## src/rtl/async_wr_seq.sv

```systemverilog
module async_wr_seq #(
  parameter int AW    = 16,
  parameter int DW    = 16,
  parameter int NBANK = 4,
  parameter int CW    = 4,
  localparam int BW   = (NBANK > 1) ? $clog2(NBANK) : 1
) (
  input  logic             clk,
  input  logic             rst_n,
  input  logic             req_valid,
  output logic             req_ready,
  input  logic [AW-1:0]    req_addr,
  input  logic [DW-1:0]    req_data,
  input  logic [BW-1:0]    req_bank,
  input  logic [CW-1:0]    cfg_wait,
  input  logic [CW-1:0]    cfg_hold,
  output logic             done,
  output logic [AW-1:0]    mem_addr,
  output logic [NBANK-1:0] mem_sel_n,
  output logic             mem_wr_n,
  output logic             mem_rd_n,
  output logic [DW-1:0]    mem_dout,
  output logic             mem_doe,
  input  logic             mem_ack
);

  typedef enum logic [2:0] {S_IDLE, S_SETUP, S_STROBE, S_HOLD, S_TURN} st_t;

  st_t            st;
  logic [AW-1:0]  addr_q;
  logic [DW-1:0]  data_q;
  logic [BW-1:0]  bank_q;
  logic [CW-1:0]  wait_q, hold_q, wcnt, hcnt;
  logic           ack_m, ack_s, doe_q, done_q;
  logic           sel_on;

  always_ff @(posedge clk or negedge rst_n) begin
    if (!rst_n) begin
      st     <= S_IDLE;
      addr_q <= '0;
      data_q <= '0;
      bank_q <= '0;
      wait_q <= CW'(1);
      hold_q <= '0;
      wcnt   <= '0;
      hcnt   <= '0;
      ack_m  <= 1'b0;
      ack_s  <= 1'b0;
      doe_q  <= 1'b0;
      done_q <= 1'b0;
    end else begin
      ack_m  <= mem_ack;
      ack_s  <= ack_m;
      done_q <= (st == S_TURN);
      doe_q  <= (st == S_SETUP) || (st == S_STROBE) || (st == S_HOLD);
      case (st)
        S_IDLE: if (req_valid) begin
          addr_q <= req_addr;
          data_q <= req_data;
          bank_q <= req_bank;
          wait_q <= (cfg_wait == '0) ? CW'(1) : cfg_wait;
          hold_q <= cfg_hold;
          st     <= S_SETUP;
        end
        S_SETUP: begin
          wcnt <= wait_q - 1'b1;
          st   <= S_STROBE;
        end
        S_STROBE: begin
          if (wcnt != '0) wcnt <= wcnt - 1'b1;
          else if (ack_s) begin
            if (hold_q != '0) begin
              hcnt <= hold_q - 1'b1;
              st   <= S_HOLD;
            end else begin
              st   <= S_TURN;
            end
          end
        end
        S_HOLD: begin
          if (hcnt == '0) st <= S_TURN;
          else            hcnt <= hcnt - 1'b1;
        end
        default: st <= S_IDLE;
      endcase
    end
  end

  assign sel_on    = (st == S_SETUP) || (st == S_STROBE) || (st == S_HOLD);
  assign req_ready = (st == S_IDLE);
  assign mem_addr  = addr_q;
  assign mem_dout  = data_q;
  assign mem_doe   = doe_q;
  assign mem_wr_n  = (st != S_STROBE);
  assign mem_rd_n  = 1'b1;
  assign done      = done_q;
  assign mem_sel_n = sel_on ? ~(NBANK'(1) << bank_q) : '1;

  logic [CW:0] lo_run;
  logic [1:0]  hi_run;

  always_ff @(posedge clk or negedge rst_n) begin
    if (!rst_n) begin
      lo_run <= '0;
      hi_run <= 2'd3;
    end else begin
      lo_run <= mem_wr_n ? '0 : ((&lo_run) ? lo_run : lo_run + 1'b1);
      hi_run <= !mem_wr_n ? 2'd0 : ((hi_run == 2'd3) ? hi_run : hi_run + 1'b1);
    end
  end


  setup_lead_chk: assert property (@(posedge clk) disable iff (!rst_n)
    $fell(mem_wr_n) |-> $past(mem_sel_n) != '1);


  wait_min_chk: assert property (@(posedge clk) disable iff (!rst_n)
    $rose(mem_wr_n) |-> lo_run >= {1'b0, wait_q});


  data_enable_chk: assert property (@(posedge clk) disable iff (!rst_n)
    $rose(mem_doe) |-> !mem_wr_n);


  ack_release_chk: assert property (@(posedge clk) disable iff (!rst_n)
    $rose(mem_wr_n) |-> $past(ack_s));


  done_pulse_chk: assert property (@(posedge clk) disable iff (!rst_n)
    done |=> !done);


  done_idle_chk: assert property (@(posedge clk) disable iff (!rst_n)
    done |-> req_ready && mem_sel_n == '1);


  turnaround_chk: assert property (@(posedge clk) disable iff (!rst_n)
    $fell(mem_wr_n) |-> hi_run >= 2'd2);

endmodule

```

## config.mk

```make
export PLATFORM = sky130hd
export DESIGN_NAME = async_wr_seq
export DESIGN_NICKNAME = d
export VERILOG_FILES = /design/src/rtl/async_wr_seq.sv
export SDC_FILE = /design/constraint.sdc
export NUM_CORES = 1
export LEC_CHECK = 0
export BUFFER_PORTS_ARGS = -buffer_cell sky130_fd_sc_hd__buf_2
export CORE_MARGIN = 1.5
export CORE_UTILIZATION = 49
export DETAILED_ROUTE_END_ITERATION = 10
export GPL_TIMING_DRIVEN = 0
export PLACE_DENSITY = 0.75
export SYNTH_ARGS = -nofsm -noshare
export SYNTH_HDL_FRONTEND = slang
export SYNTH_SLANG_ARGS = --single-unit
export TNS_END_PERCENT = 20
```

## constraint.sdc

```tcl
create_clock -name clk -period 2.32 [get_ports clk]
set_input_delay 0.116 -clock clk [delete_from_list [all_inputs] [get_ports clk]]
set_output_delay 0.116 -clock clk [all_outputs]
set_load 0.02 [all_outputs]
```

* Word-level counts from Yosys, hierarchy flattened
Cells that the tools add are included.
W data, S select, Z words.
** Cells by class
- Bitwise operators :: 1
- Reductions and logical operators :: 13
- Multipliers :: 0
- Shift-type cells :: 1
- Add/sub/neg operators :: 4
- Divide/modulo/power cells :: 0
- Muxes and demuxes :: 15
- Order comparisons :: 0
- Eq/ne operators :: 12
** Operators with widths (number)
- $mux W4 :: 7
- $pmux W4 S2 :: 2
- $sub A4 B1 Y4 const B :: 4
- $mux W3 :: 5
- $ne A2 B2 Y1 const B :: 7
- $pmux W3 S4 :: 1
- $logic_not A4 Y1 :: 2
- $reduce_bool A4 Y1 :: 2
- $eq A3 B2 Y1 const B :: 2
- $reduce_and A5 Y1 :: 1
- $not A4 Y4 :: 1
- $reduce_and A2 Y1 :: 2
- $reduce_and A4 Y1 :: 1
- $reduce_bool A2 Y1 :: 2
- $shl A1 B2 Y4 const A :: 1
- $eq A3 B1 Y1 const B :: 1
- $eq A3 B3 Y1 const B :: 1
- $logic_not A3 Y1 :: 1
- $ne A3 B2 Y1 const B :: 1
- $logic_or A1 B1 Y1 :: 2
** Word-level totals
- Output and inout port bits :: 41
- Input port bits :: 46
- Bits in registers :: 57
- Word-level logic and storage cells :: 58
- Memory bits (writable) :: 0
- Memories kept :: 0
- Memory bits (read-only) :: 0
- Bits in latches :: 0

* Logic depth before layout (Yosys ltp)
Gate-level depths: netlist (run 1).
- Depth in word-level cells :: 5
- Gate-level depth with buffers :: 9

* Worst setup path after synthesis (run 1)
OpenSTA, ideal clock, no wires.
- Kind :: reg2reg
- Start :: reg st[1]
- End :: reg bank_q[0]
- Stages on the path, launching flop included :: 7
- Setup slack :: 290 ps
- Data required time :: 2195 ps
- Buffers on the path :: 3
- Library setup time :: 125 ps
- Arrival :: 1905 ps
- Cells stage by stage :: dfrtp_1 -> buf_2 -> nor3_1 -> and2_1 -> buf_2 -> buf_2 -> mux2_2
** On the way
- Word-level cells in the longest chain between the ends :: 2
** RTL lines
- start: declaration :: RTL line 29 : st_t st;
- start signal: assignment :: RTL line 39 : st <= S_IDLE;
- start signal: assignment :: RTL line 63 : st <= S_SETUP;
- start signal: assignment :: RTL line 67 : st <= S_STROBE;
- $logic_not A3 Y1
- via req_ready :: RTL line 11 : output logic req_ready,
- $reduce_and A2 Y1 (no line)
- end signal: assignment :: RTL line 60 : bank_q <= req_bank;
- end: declaration :: RTL line 32 : logic [BW-1:0] bank_q;
The timed path passes the listed nets, and every way through them passes these cells.
A chain may end at the register's enable or synchronous reset.

* Worst setup path in the final report (run 1)
- Start :: reg st[2]
- End :: reg hcnt[2]
** On the way
- Word-level cells in the longest chain between the ends :: 3
- Elaborated cells between the ends (all ways) :: 9
- Classes of those cells :: eq/ne (6); mux (1); reduce/logical (2)
** RTL lines
- $eq A3 B2 Y1 :: RTL line 56 : case (st)
- $ne A2 B2 Y1 (no line) / $reduce_bool A2 Y1 (equally long branches)
- $reduce_and A5 Y1 (no line)
- end signal: assignment :: RTL line 73 : hcnt <= hold_q - 1'b1;
- end signal: assignment :: RTL line 82 : else hcnt <= hcnt - 1'b1;
- end: declaration :: RTL line 33 : logic [CW-1:0] wait_q, hold_q, wcnt, hcnt;
Several ways; a longest one is shown, not always the timed one.

==> flow_summary_export.csv, run 1 <==
group,metric,value,unit
timing,hold_viol,0,
logic_synthesis,yosysMostFrequentCell,"dfrtp_1",
route,vias_per_cell,5.055,
final_layout,final_layout_size_suffix_gt1_share,52.54,%
logic_synthesis,syn_nets,242,
clock_network,cts_buffer_depth,2,
route,wl,5.222,mm
logic_synthesis,synthTopCellsByArea,"dfrtp_1 56%, mux2_2 19%, mux2i_1 2.8%, a21oi_1 1.8%, nor2_1 1.8%",
timing,drv_slew,0,
floorplanning,design.core.area,4786,um^2
logic_synthesis,synthArstFlopShare,100.0,%
clock_network,path_clk_slew,0.06,ns
worst_setup_path,crit_required,2.52,ns
logic_synthesis,ys_types,40,
logic_synthesis,synth_area,2481,um^2
min_path,min_to,"mem_dout[15]$_DFFE_PN0P_",
logic_synthesis,synth_edf_count,0,
clock_network,clkLatencyLatePin,0.33,ns
final_layout,syn2layout_area_growth,28.85,%
worst_setup_path,rr_worst_depth,9,
worst_setup_path,startpoint_type,"register",
grt,grt-ovfl-total,0,
min_path,worstHoldStart,"req_data[15]",
logic_synthesis,yosys.area.top_type_share,56.48,%
logic_synthesis,yosys_most_used_dff,"dfrtp_1",
timing,fin_crit,2.141,ns
floorplanning,chipWidth,74.16,um
grt,grt.total_usage,20.90,%
timing,rsz0062_at_grt,"no",
logic_synthesis,synth.largest_area_cell,"dfrtp_1",
job,timing.max_cap.violations,0,
worst_setup_path,reg2reg_to,"hcnt[2]$_DFFE_PN0P_",
min_path,hold_path.class,"in2reg",
timing,fmax,0.4670,GHz
worst_setup_path,r2r_setup_slack,0.18,ns
final_layout,nNetsFinal,340,
run_status,status,"completed",
clock_network,cts_tree,"built",
timing,worst_slew_pin_slew,0.6906,ns
timing,period_share,92.30,%
floorplanning,ios,87,
floorplanning,rows,25,
placement,port_buffers,85,
floorplanning,initial_core_util,51.84,%
grt,grt_pass1_vias,1843,
min_path,hold_depth,2,
final_layout,fin_area,3197,um^2
worst_setup_path,critical_path_class,"reg2reg",
pwr,seqPwrFrac,36.6,%
logic_synthesis,ys_seq_area_share,57.54,%
pwr,p_int,3.003,mW
pwr,switching_share,39.25,%
clock_network,cts_setup_buffers,0,
route,routedWlPerCell,14.43,um
route,vias,1830,
pwr,power.switching,1.940,mW
pwr,p_leak,1.540,nW
worst_setup_path,reg2reg_from,"st[2]$_DFFE_PN0P_",
logic_synthesis,netlist_instances,194,
route,drc,0,
timing,tns,0,ns
grt,grt_max_degree,58,
worst_setup_path,crit_path_end_kind,"register",
timing,skew,0.005961,ns
timing,setup_violations,0,
route,antenna_left,0,
logic_synthesis,synth_warnings,0,
final_layout,utilization,66.80,%
grt,antenna_found_initial,0,
pwr,comb_power_share,45.6,%
pwr,p_total,4.944,mW
clock_network,root_buffer,"clkbuf_8",
grt,grt_pass1_wl,8.521,mm
clock_network,htree_levels,3,
final_layout,fillers,375,
logic_synthesis,yosys_register_bits,57,
timing,fin_hold_ws,0.02128,ns
worst_setup_path,cp_max_fo,10,
logic_synthesis,netlist_top_cells_count,"56 x dfrtp_1, 41 x mux2_2, 12 x nor2_1",
final_layout,antenna_cells,0,
route,dr.pass1.iters,4,
logic_synthesis,syn_avg_cell_area,12.79,um^2
pwr,max-vdd-ir-drop,949.7,uV
placement,placed_area,2990,um^2
clock_network,numClockSinks,57,
placement,detailed_place_hpwl,3.757,mm
worst_setup_path,crit_arrival,2.34,ns
pwr,p_per_area,1546,nW/um^2
timing,relSlewSlack,53.96,%
clock_network,cts_made_buffers,9,
floorplanning,die_h,74.16,um
floorplanning,die_area,5500,um^2
placement,gp_congestion,0.7755,
pwr,pwr-share-clk,17.8,%
route,drt_first_iter_violations,84,
==> placed cells by master (no fill, tap or decap), types with 2 or more instances in the layout <==
master	n
and2_1	2
mux2_2	41
nor3_1	4
buf_2	92
a21oi_1	9
dfrtp_1	56
o31ai_1	3
or3_1	3
nand2_1	6
nand3_1	2
nor2_1	12
ha_1	2
clkinv_2	3
buf_4	2
clkbuf_8	10
a221oi_1	2
dlygate4sd3_1	2
nor4_1	3
o21ai_0	2
inv_1	7
mux2i_1	7
a31oi_1	2
nor2b_1	2
==> worst max-delay path by stage <==
stage                       from               endpoint  slack, ns  cells after the start
5_1_grt        st[2]$_DFFE_PN0P_    hcnt[2]$_DFFE_PN0P_       0.02                      9
4_1_cts        st[2]$_DFFE_PN0P_    hcnt[2]$_DFFE_PN0P_       0.12                      9
6_report       st[2]$_DFFE_PN0P_    hcnt[2]$_DFFE_PN0P_       0.18                      9
2_1_floorplan  st[1]$_DFFE_PN0P_  bank_q[0]$_DFFE_PN0P_       0.29                      6
3_3_place_gp   st[2]$_DFFE_PN0P_    hcnt[2]$_DFFE_PN0P_       0.21                      9
3_5_place_dp   st[2]$_DFFE_PN0P_    hcnt[2]$_DFFE_PN0P_       0.17                      9
==> layout make-up <==
type | count | area, um^2 | share of cell area (%)
Buffer | 10 | 52.55 | 1.644
Clock buffer | 10 | 137.6 | 4.305
Clock inverter | 4 | 45.04 | 1.409
Inverter | 7 | 26.28 | 0.8219
Multi-Input combinational cell | 120 | 975.9 | 30.53
Sequential cell | 57 | 1428 | 44.66
Tap cell | 67 | 83.83 | 2.622
Timing Repair Buffer | 87 | 447.9 | 14.01
==> per-layer routing <==
layer / routed length [um] / GRT usage [%] / part of all wire (%) / vias to the layer above
met5: 0 / 0 / 0 / -
met4: 61 / 8.436 / 1.2 / 0
met3: 434 / 8.266 / 8.3 / 7
met2: 2559 / 32.94 / 49 / 72
met1: 2167 / 25.80 / 41 / 869
li1: - / - / - / 882
==> timing repair <==
action	4_1_cts	5_1_grt
hold buffers	1	1
endpoints found under the hold margin	1	56
setup endpoints to repair	0	1
gates resized for setup	0	1
==> sequential cells by signal, indices dropped and copies added (netlist names) <==
| name | cells |
|---|---|
| mem_addr | 16 |
| mem_dout | 16 |
| hcnt | 4 |
| hold_q | 4 |
| wait_q | 4 |
| wcnt | 4 |
| st | 3 |
| bank_q | 2 |
| ack_m | 1 |
| ack_s | 1 |
| done | 1 |
| mem_doe | 1 |
==> critical path: stages, from the launching register on <==
cell,delay [ns]
dfrtp_1,0.42
buf_2,0.20
nand3b_1,0.23
clkbuf_2,0.21
nor2_1,0.15
a21oi_1,0.06
ha_1,0.23
or3_1,0.35
o31ai_1,0.08
a221oi_1,0.08
==> power groups by stage <==
stage,Clock (mW),Combinational (mW),Sequential [mW]
finish,0.879,2.26,1.81
global route,0.936,2.46,1.89
CTS,0.895,2.28,1.81
detailed placement,0,2.27,1.82
global placement,0,2.21,1.79
floorplan,0,1.26,2.14
==> cells by family (layout without fill, tap and decap cells) <==
kind of cell / Yosys count / after routing / synth area share, %
DFF: 57 / 57 / 57.54
and+or+nand+nor: 42 / 42 / 9.632
xor gates and xnor gates: 2 / 2 / 0.7061
muxes: 48 / 48 / 21.43
other: 1 / 1 / 0.1511
AOI/OAI and AO/OA: 25 / 25 / 6.405
adders and majority gates: 2 / 2 / 1.008
buffers and inverters: 17 / 118 / 3.127
==> through the flow <==
step / cells / setup WS [ns]
after global placement: 346 / 0.2095
final: 362 / 0.1785
after floorplan: 194 / 0.2903
after global routing: 362 / 0.02275
after CTS: 361 / 0.1185
after detailed placement: 346 / 0.1658
No activity file was read; power rests on OpenSTA's default activity.
==> run 2: changes to the inputs <==
--- a/config.mk
+++ b/config.mk
@@ -5,9 +5,11 @@
 export SDC_FILE = /design/constraint.sdc
 export NUM_CORES = 1
 export LEC_CHECK = 0
+export ABC_AREA = 1
 export BUFFER_PORTS_ARGS = -buffer_cell sky130_fd_sc_hd__buf_2
+export CAP_MARGIN = 20
 export CORE_MARGIN = 1.5
-export CORE_UTILIZATION = 49
+export CORE_UTILIZATION = 50
 export DETAILED_ROUTE_END_ITERATION = 10
 export GPL_TIMING_DRIVEN = 0
 export PLACE_DENSITY = 0.75
==> flow_summary_export.csv, run 2 <==
group,metric,value,unit
worst_setup_path,r2r_setup_slack,0.67,ns
timing,drv_slew,0,
worst_setup_path,cp.buffers_inverters,1,
floorplanning,design.core.area,5075,um^2
timing,relSlewSlack,49.83,%
final_layout,final_layout_size_suffix_gt1_share,42.57,%
timing,fmax,0.6060,GHz
timing,setup_violations,0,
worst_setup_path,endpoint,"hcnt[2]$_DFFE_PN0P_",
clock_network,path_clk_slew,0.06,ns
placement,detailed_place_hpwl,3.755,mm
route,wl,5.314,mm
worst_setup_path,crit_path_end_kind,"register",
grt,grt_max_degree,33,
logic_synthesis,synth_area,2628,um^2
worst_setup_path,crit_start,"st[2]$_DFFE_PN0P_",
pwr,p_total,5.462,mW
pwr,comb_power_share,50.1,%
route,routedWlPerCell,12.65,um
route,vias,1997,
floorplanning,chipWidth,75.49,um
worst_setup_path,reg2reg_from,"st[2]$_DFFE_PN0P_",
timing,fin_crit,1.650,ns
timing,worst_slew_pin_slew,0.7526,ns
run_status,status,"completed",
pwr,p_int,3.257,mW
floorplanning,initial_core_util,51.78,%
worst_setup_path,startpoint_type,"register",
pwr,p_leak,1.900,nW
worst_setup_path,slowest_stage,"dfrtp_1",
route,dr.pass1.iters,4,
logic_synthesis,synth_edf_count,0,
clock_network,cts_made_buffers,9,
placement,port_buffers,85,
logic_synthesis,synth.largest_area_cell,"dfrtp_1",
grt,grt.total_usage,20.54,%
worst_setup_path,cp_max_fo,7,
worst_setup_path,cp_cell_sequence,"inv_2 -> nand3_1 -> nand2_1 -> nand2_1 -> ha_1 -> xor2_1 -> nand2_1 -> o21ai_1",
logic_synthesis,syn_nets,286,
clock_network,clkLatencyLatePin,0.33,ns
final_layout,fin_area,3476,um^2
logic_synthesis,ys_seq_area_share,54.33,%
final_layout,utilization,68.49,%
floorplanning,ios,87,
clock_network,cts_tree,"built",
timing,hold_viol,0,
timing,fin_hold_ws,0.01801,ns
pwr,max-vdd-ir-drop,806.7,uV
logic_synthesis,ys_types,27,
floorplanning,die_h,75.49,um
grt,grt_pass1_wl,8.514,mm
worst_setup_path,cp.depth,8,
logic_synthesis,yosys_register_bits,57,
placement,placed_area,3168,um^2
route,drt_first_iter_violations,121,
logic_synthesis,synth_warnings,0,
min_path,worstHoldStart,"req_addr[5]",
floorplanning,die_area,5699,um^2
final_layout,nNetsFinal,393,
pwr,p_per_area,1571,nW/um^2
logic_synthesis,syn_avg_cell_area,11.04,um^2
worst_setup_path,cp_common_cell,"nand2_1",
route,drc,0,
timing,rsz0062_at_grt,"no",
route,vias_per_cell,4.755,
timing,skew,0.006056,ns
logic_synthesis,netlist_top_cells_count,"56 x dfrtp_1, 44 x nand2_1, 30 x mux2_4",
min_path,hold_path.class,"in2reg",
final_layout,layout_commonest_cell,"buf_2",
clock_network,htree_levels,3,
pwr,power.switching,2.204,mW
clock_network,numClockSinks,57,
logic_synthesis,synthTopCellsByArea,"dfrtp_1 53%, mux2_4 17%, nand2_1 6.3%, nand3_1 3.6%, inv_1 3.3%",
worst_setup_path,crit_required,2.52,ns
worst_setup_path,crit_path_max_incr_delay,0.47,ns
pwr,switching_share,40.36,%
worst_setup_path,cp_top_family,"simple AND/OR/NAND/NOR gates",
worst_setup_path,crit_arrival,1.85,ns
grt,grt_pass1_vias,1935,
grt,grt-ovfl-total,0,
floorplanning,rows,26,
job,timing.max_cap.violations,0,
timing,period_share,71.13,%
logic_synthesis,yosysMostFrequentCell,"dfrtp_1",
final_layout,final_cell_mix,"86 x buf_2, 56 x dfrtp_1, 44 x nand2_1, 30 x mux2_4, 23 x inv_1",
final_layout,antenna_cells,0,
pwr,seqPwrFrac,32.5,%
placement,gp_congestion,0.8495,
pwr,pwr-share-clk,17.4,%
clock_network,cts_buffer_depth,2,
logic_synthesis,yosys_most_used_dff,"dfrtp_1",
clock_network,root_buffer,"clkbuf_8",
worst_setup_path,critical_path_class,"reg2reg",
worst_setup_path,reg2reg_to,"hcnt[2]$_DFFE_PN0P_",
grt,antenna_found_initial,0,
logic_synthesis,yosys.area.top_type_share,53.33,%
route,antenna_left,0,
final_layout,syn2layout_area_growth,32.29,%
logic_synthesis,synthArstFlopShare,100.0,%
timing,tns,0,ns
logic_synthesis,netlist_instances,238,
worst_setup_path,rr_worst_depth,8,
-- run 2: area by class of cell --
cell class              count  area (um^2)
plain buffers               7        61.31
clock buffers              14        172.7
clock inverters             2        35.03
fillers                   383         1599
inverters                  26        97.59
multi-input cells         148         1041
flip-flops and latches     57         1428
well taps                  70        87.58
repair buffers             96        553.0
-- run 2: power groups by stage --
| stage | Sequential [mW] | Clock, mW | Combinational [mW] |
|---|---|---|---|
| 4_1_cts | 1.77 | 0.979 | 2.75 |
| 6_report | 1.77 | 0.953 | 2.73 |
| 5_1_grt | 1.84 | 1.03 | 3.02 |
| 2_1_floorplan | 2.12 | 0 | 1.67 |
| 3_3_place_gp | 1.77 | 0 | 2.66 |
| 3_5_place_dp | 1.77 | 0 | 2.74 |
-- run 2: logic make-up (layout without fill, tap and decap cells) --
| logic type | count (synthesis) | after routing | share of synthesized area (%) |
|---|---|---|---|
| muxes | 32 | 32 | 18.00 |
| and+or+nand+nor | 88 | 88 | 15.10 |
| AOI/OAI and AO/OA | 23 | 23 | 4.762 |
| buffers and inverters | 33 | 145 | 6.047 |
| xor gates and xnor gates | 2 | 2 | 0.6668 |
| other | 1 | 1 | 0.1427 |
| DFF | 57 | 57 | 54.33 |
| adders and majority gates | 2 | 2 | 0.9522 |
-- run 2: per-stage QoR --
step,cells,worst slack (ns)
after global routing,420,0.5653
after CTS,420,0.6708
after detailed placement,394,0.6796
after global placement,393,0.7064
final,420,0.6698
after floorplan,238,0.8093
-- run 2: worst min-delay path by stage --
stage                                    end  slack [ns]  depth (start not counted)
finish               mem_addr[5]$_DFFE_PN0P_        0.02                          2
global route        mem_dout[13]$_DFFE_PN0P_       0.001                          2
CTS                 mem_addr[12]$_DFFE_PN0P_      0.0002                          2
detailed placement     bank_q[1]$_DFFE_PN0P_        0.22                          1
global placement             ack_m$_DFF_PN0_        0.23                          1
floorplan                    ack_m$_DFF_PN0_       -0.18                          0
-- run 2: layer usage --
layer | wire [um] | GRT usage (%) | part of all wire [%]
met1 | 2370 | 25.22 | 45
met2 | 2539 | 33.82 | 48
met3 | 327 | 5.688 | 6.2
met4 | 76 | 9.524 | 1.4
met5 | 0 | 0 | 0
-- run 2: timing repair --
action / in CTS / in global routing
setup endpoints to repair: 0 / 0
hold buffers: 10 / 0
resized for setup: 0 / 0
setup buffers: 0 / 0
endpoints found under the hold margin: 39 / 0
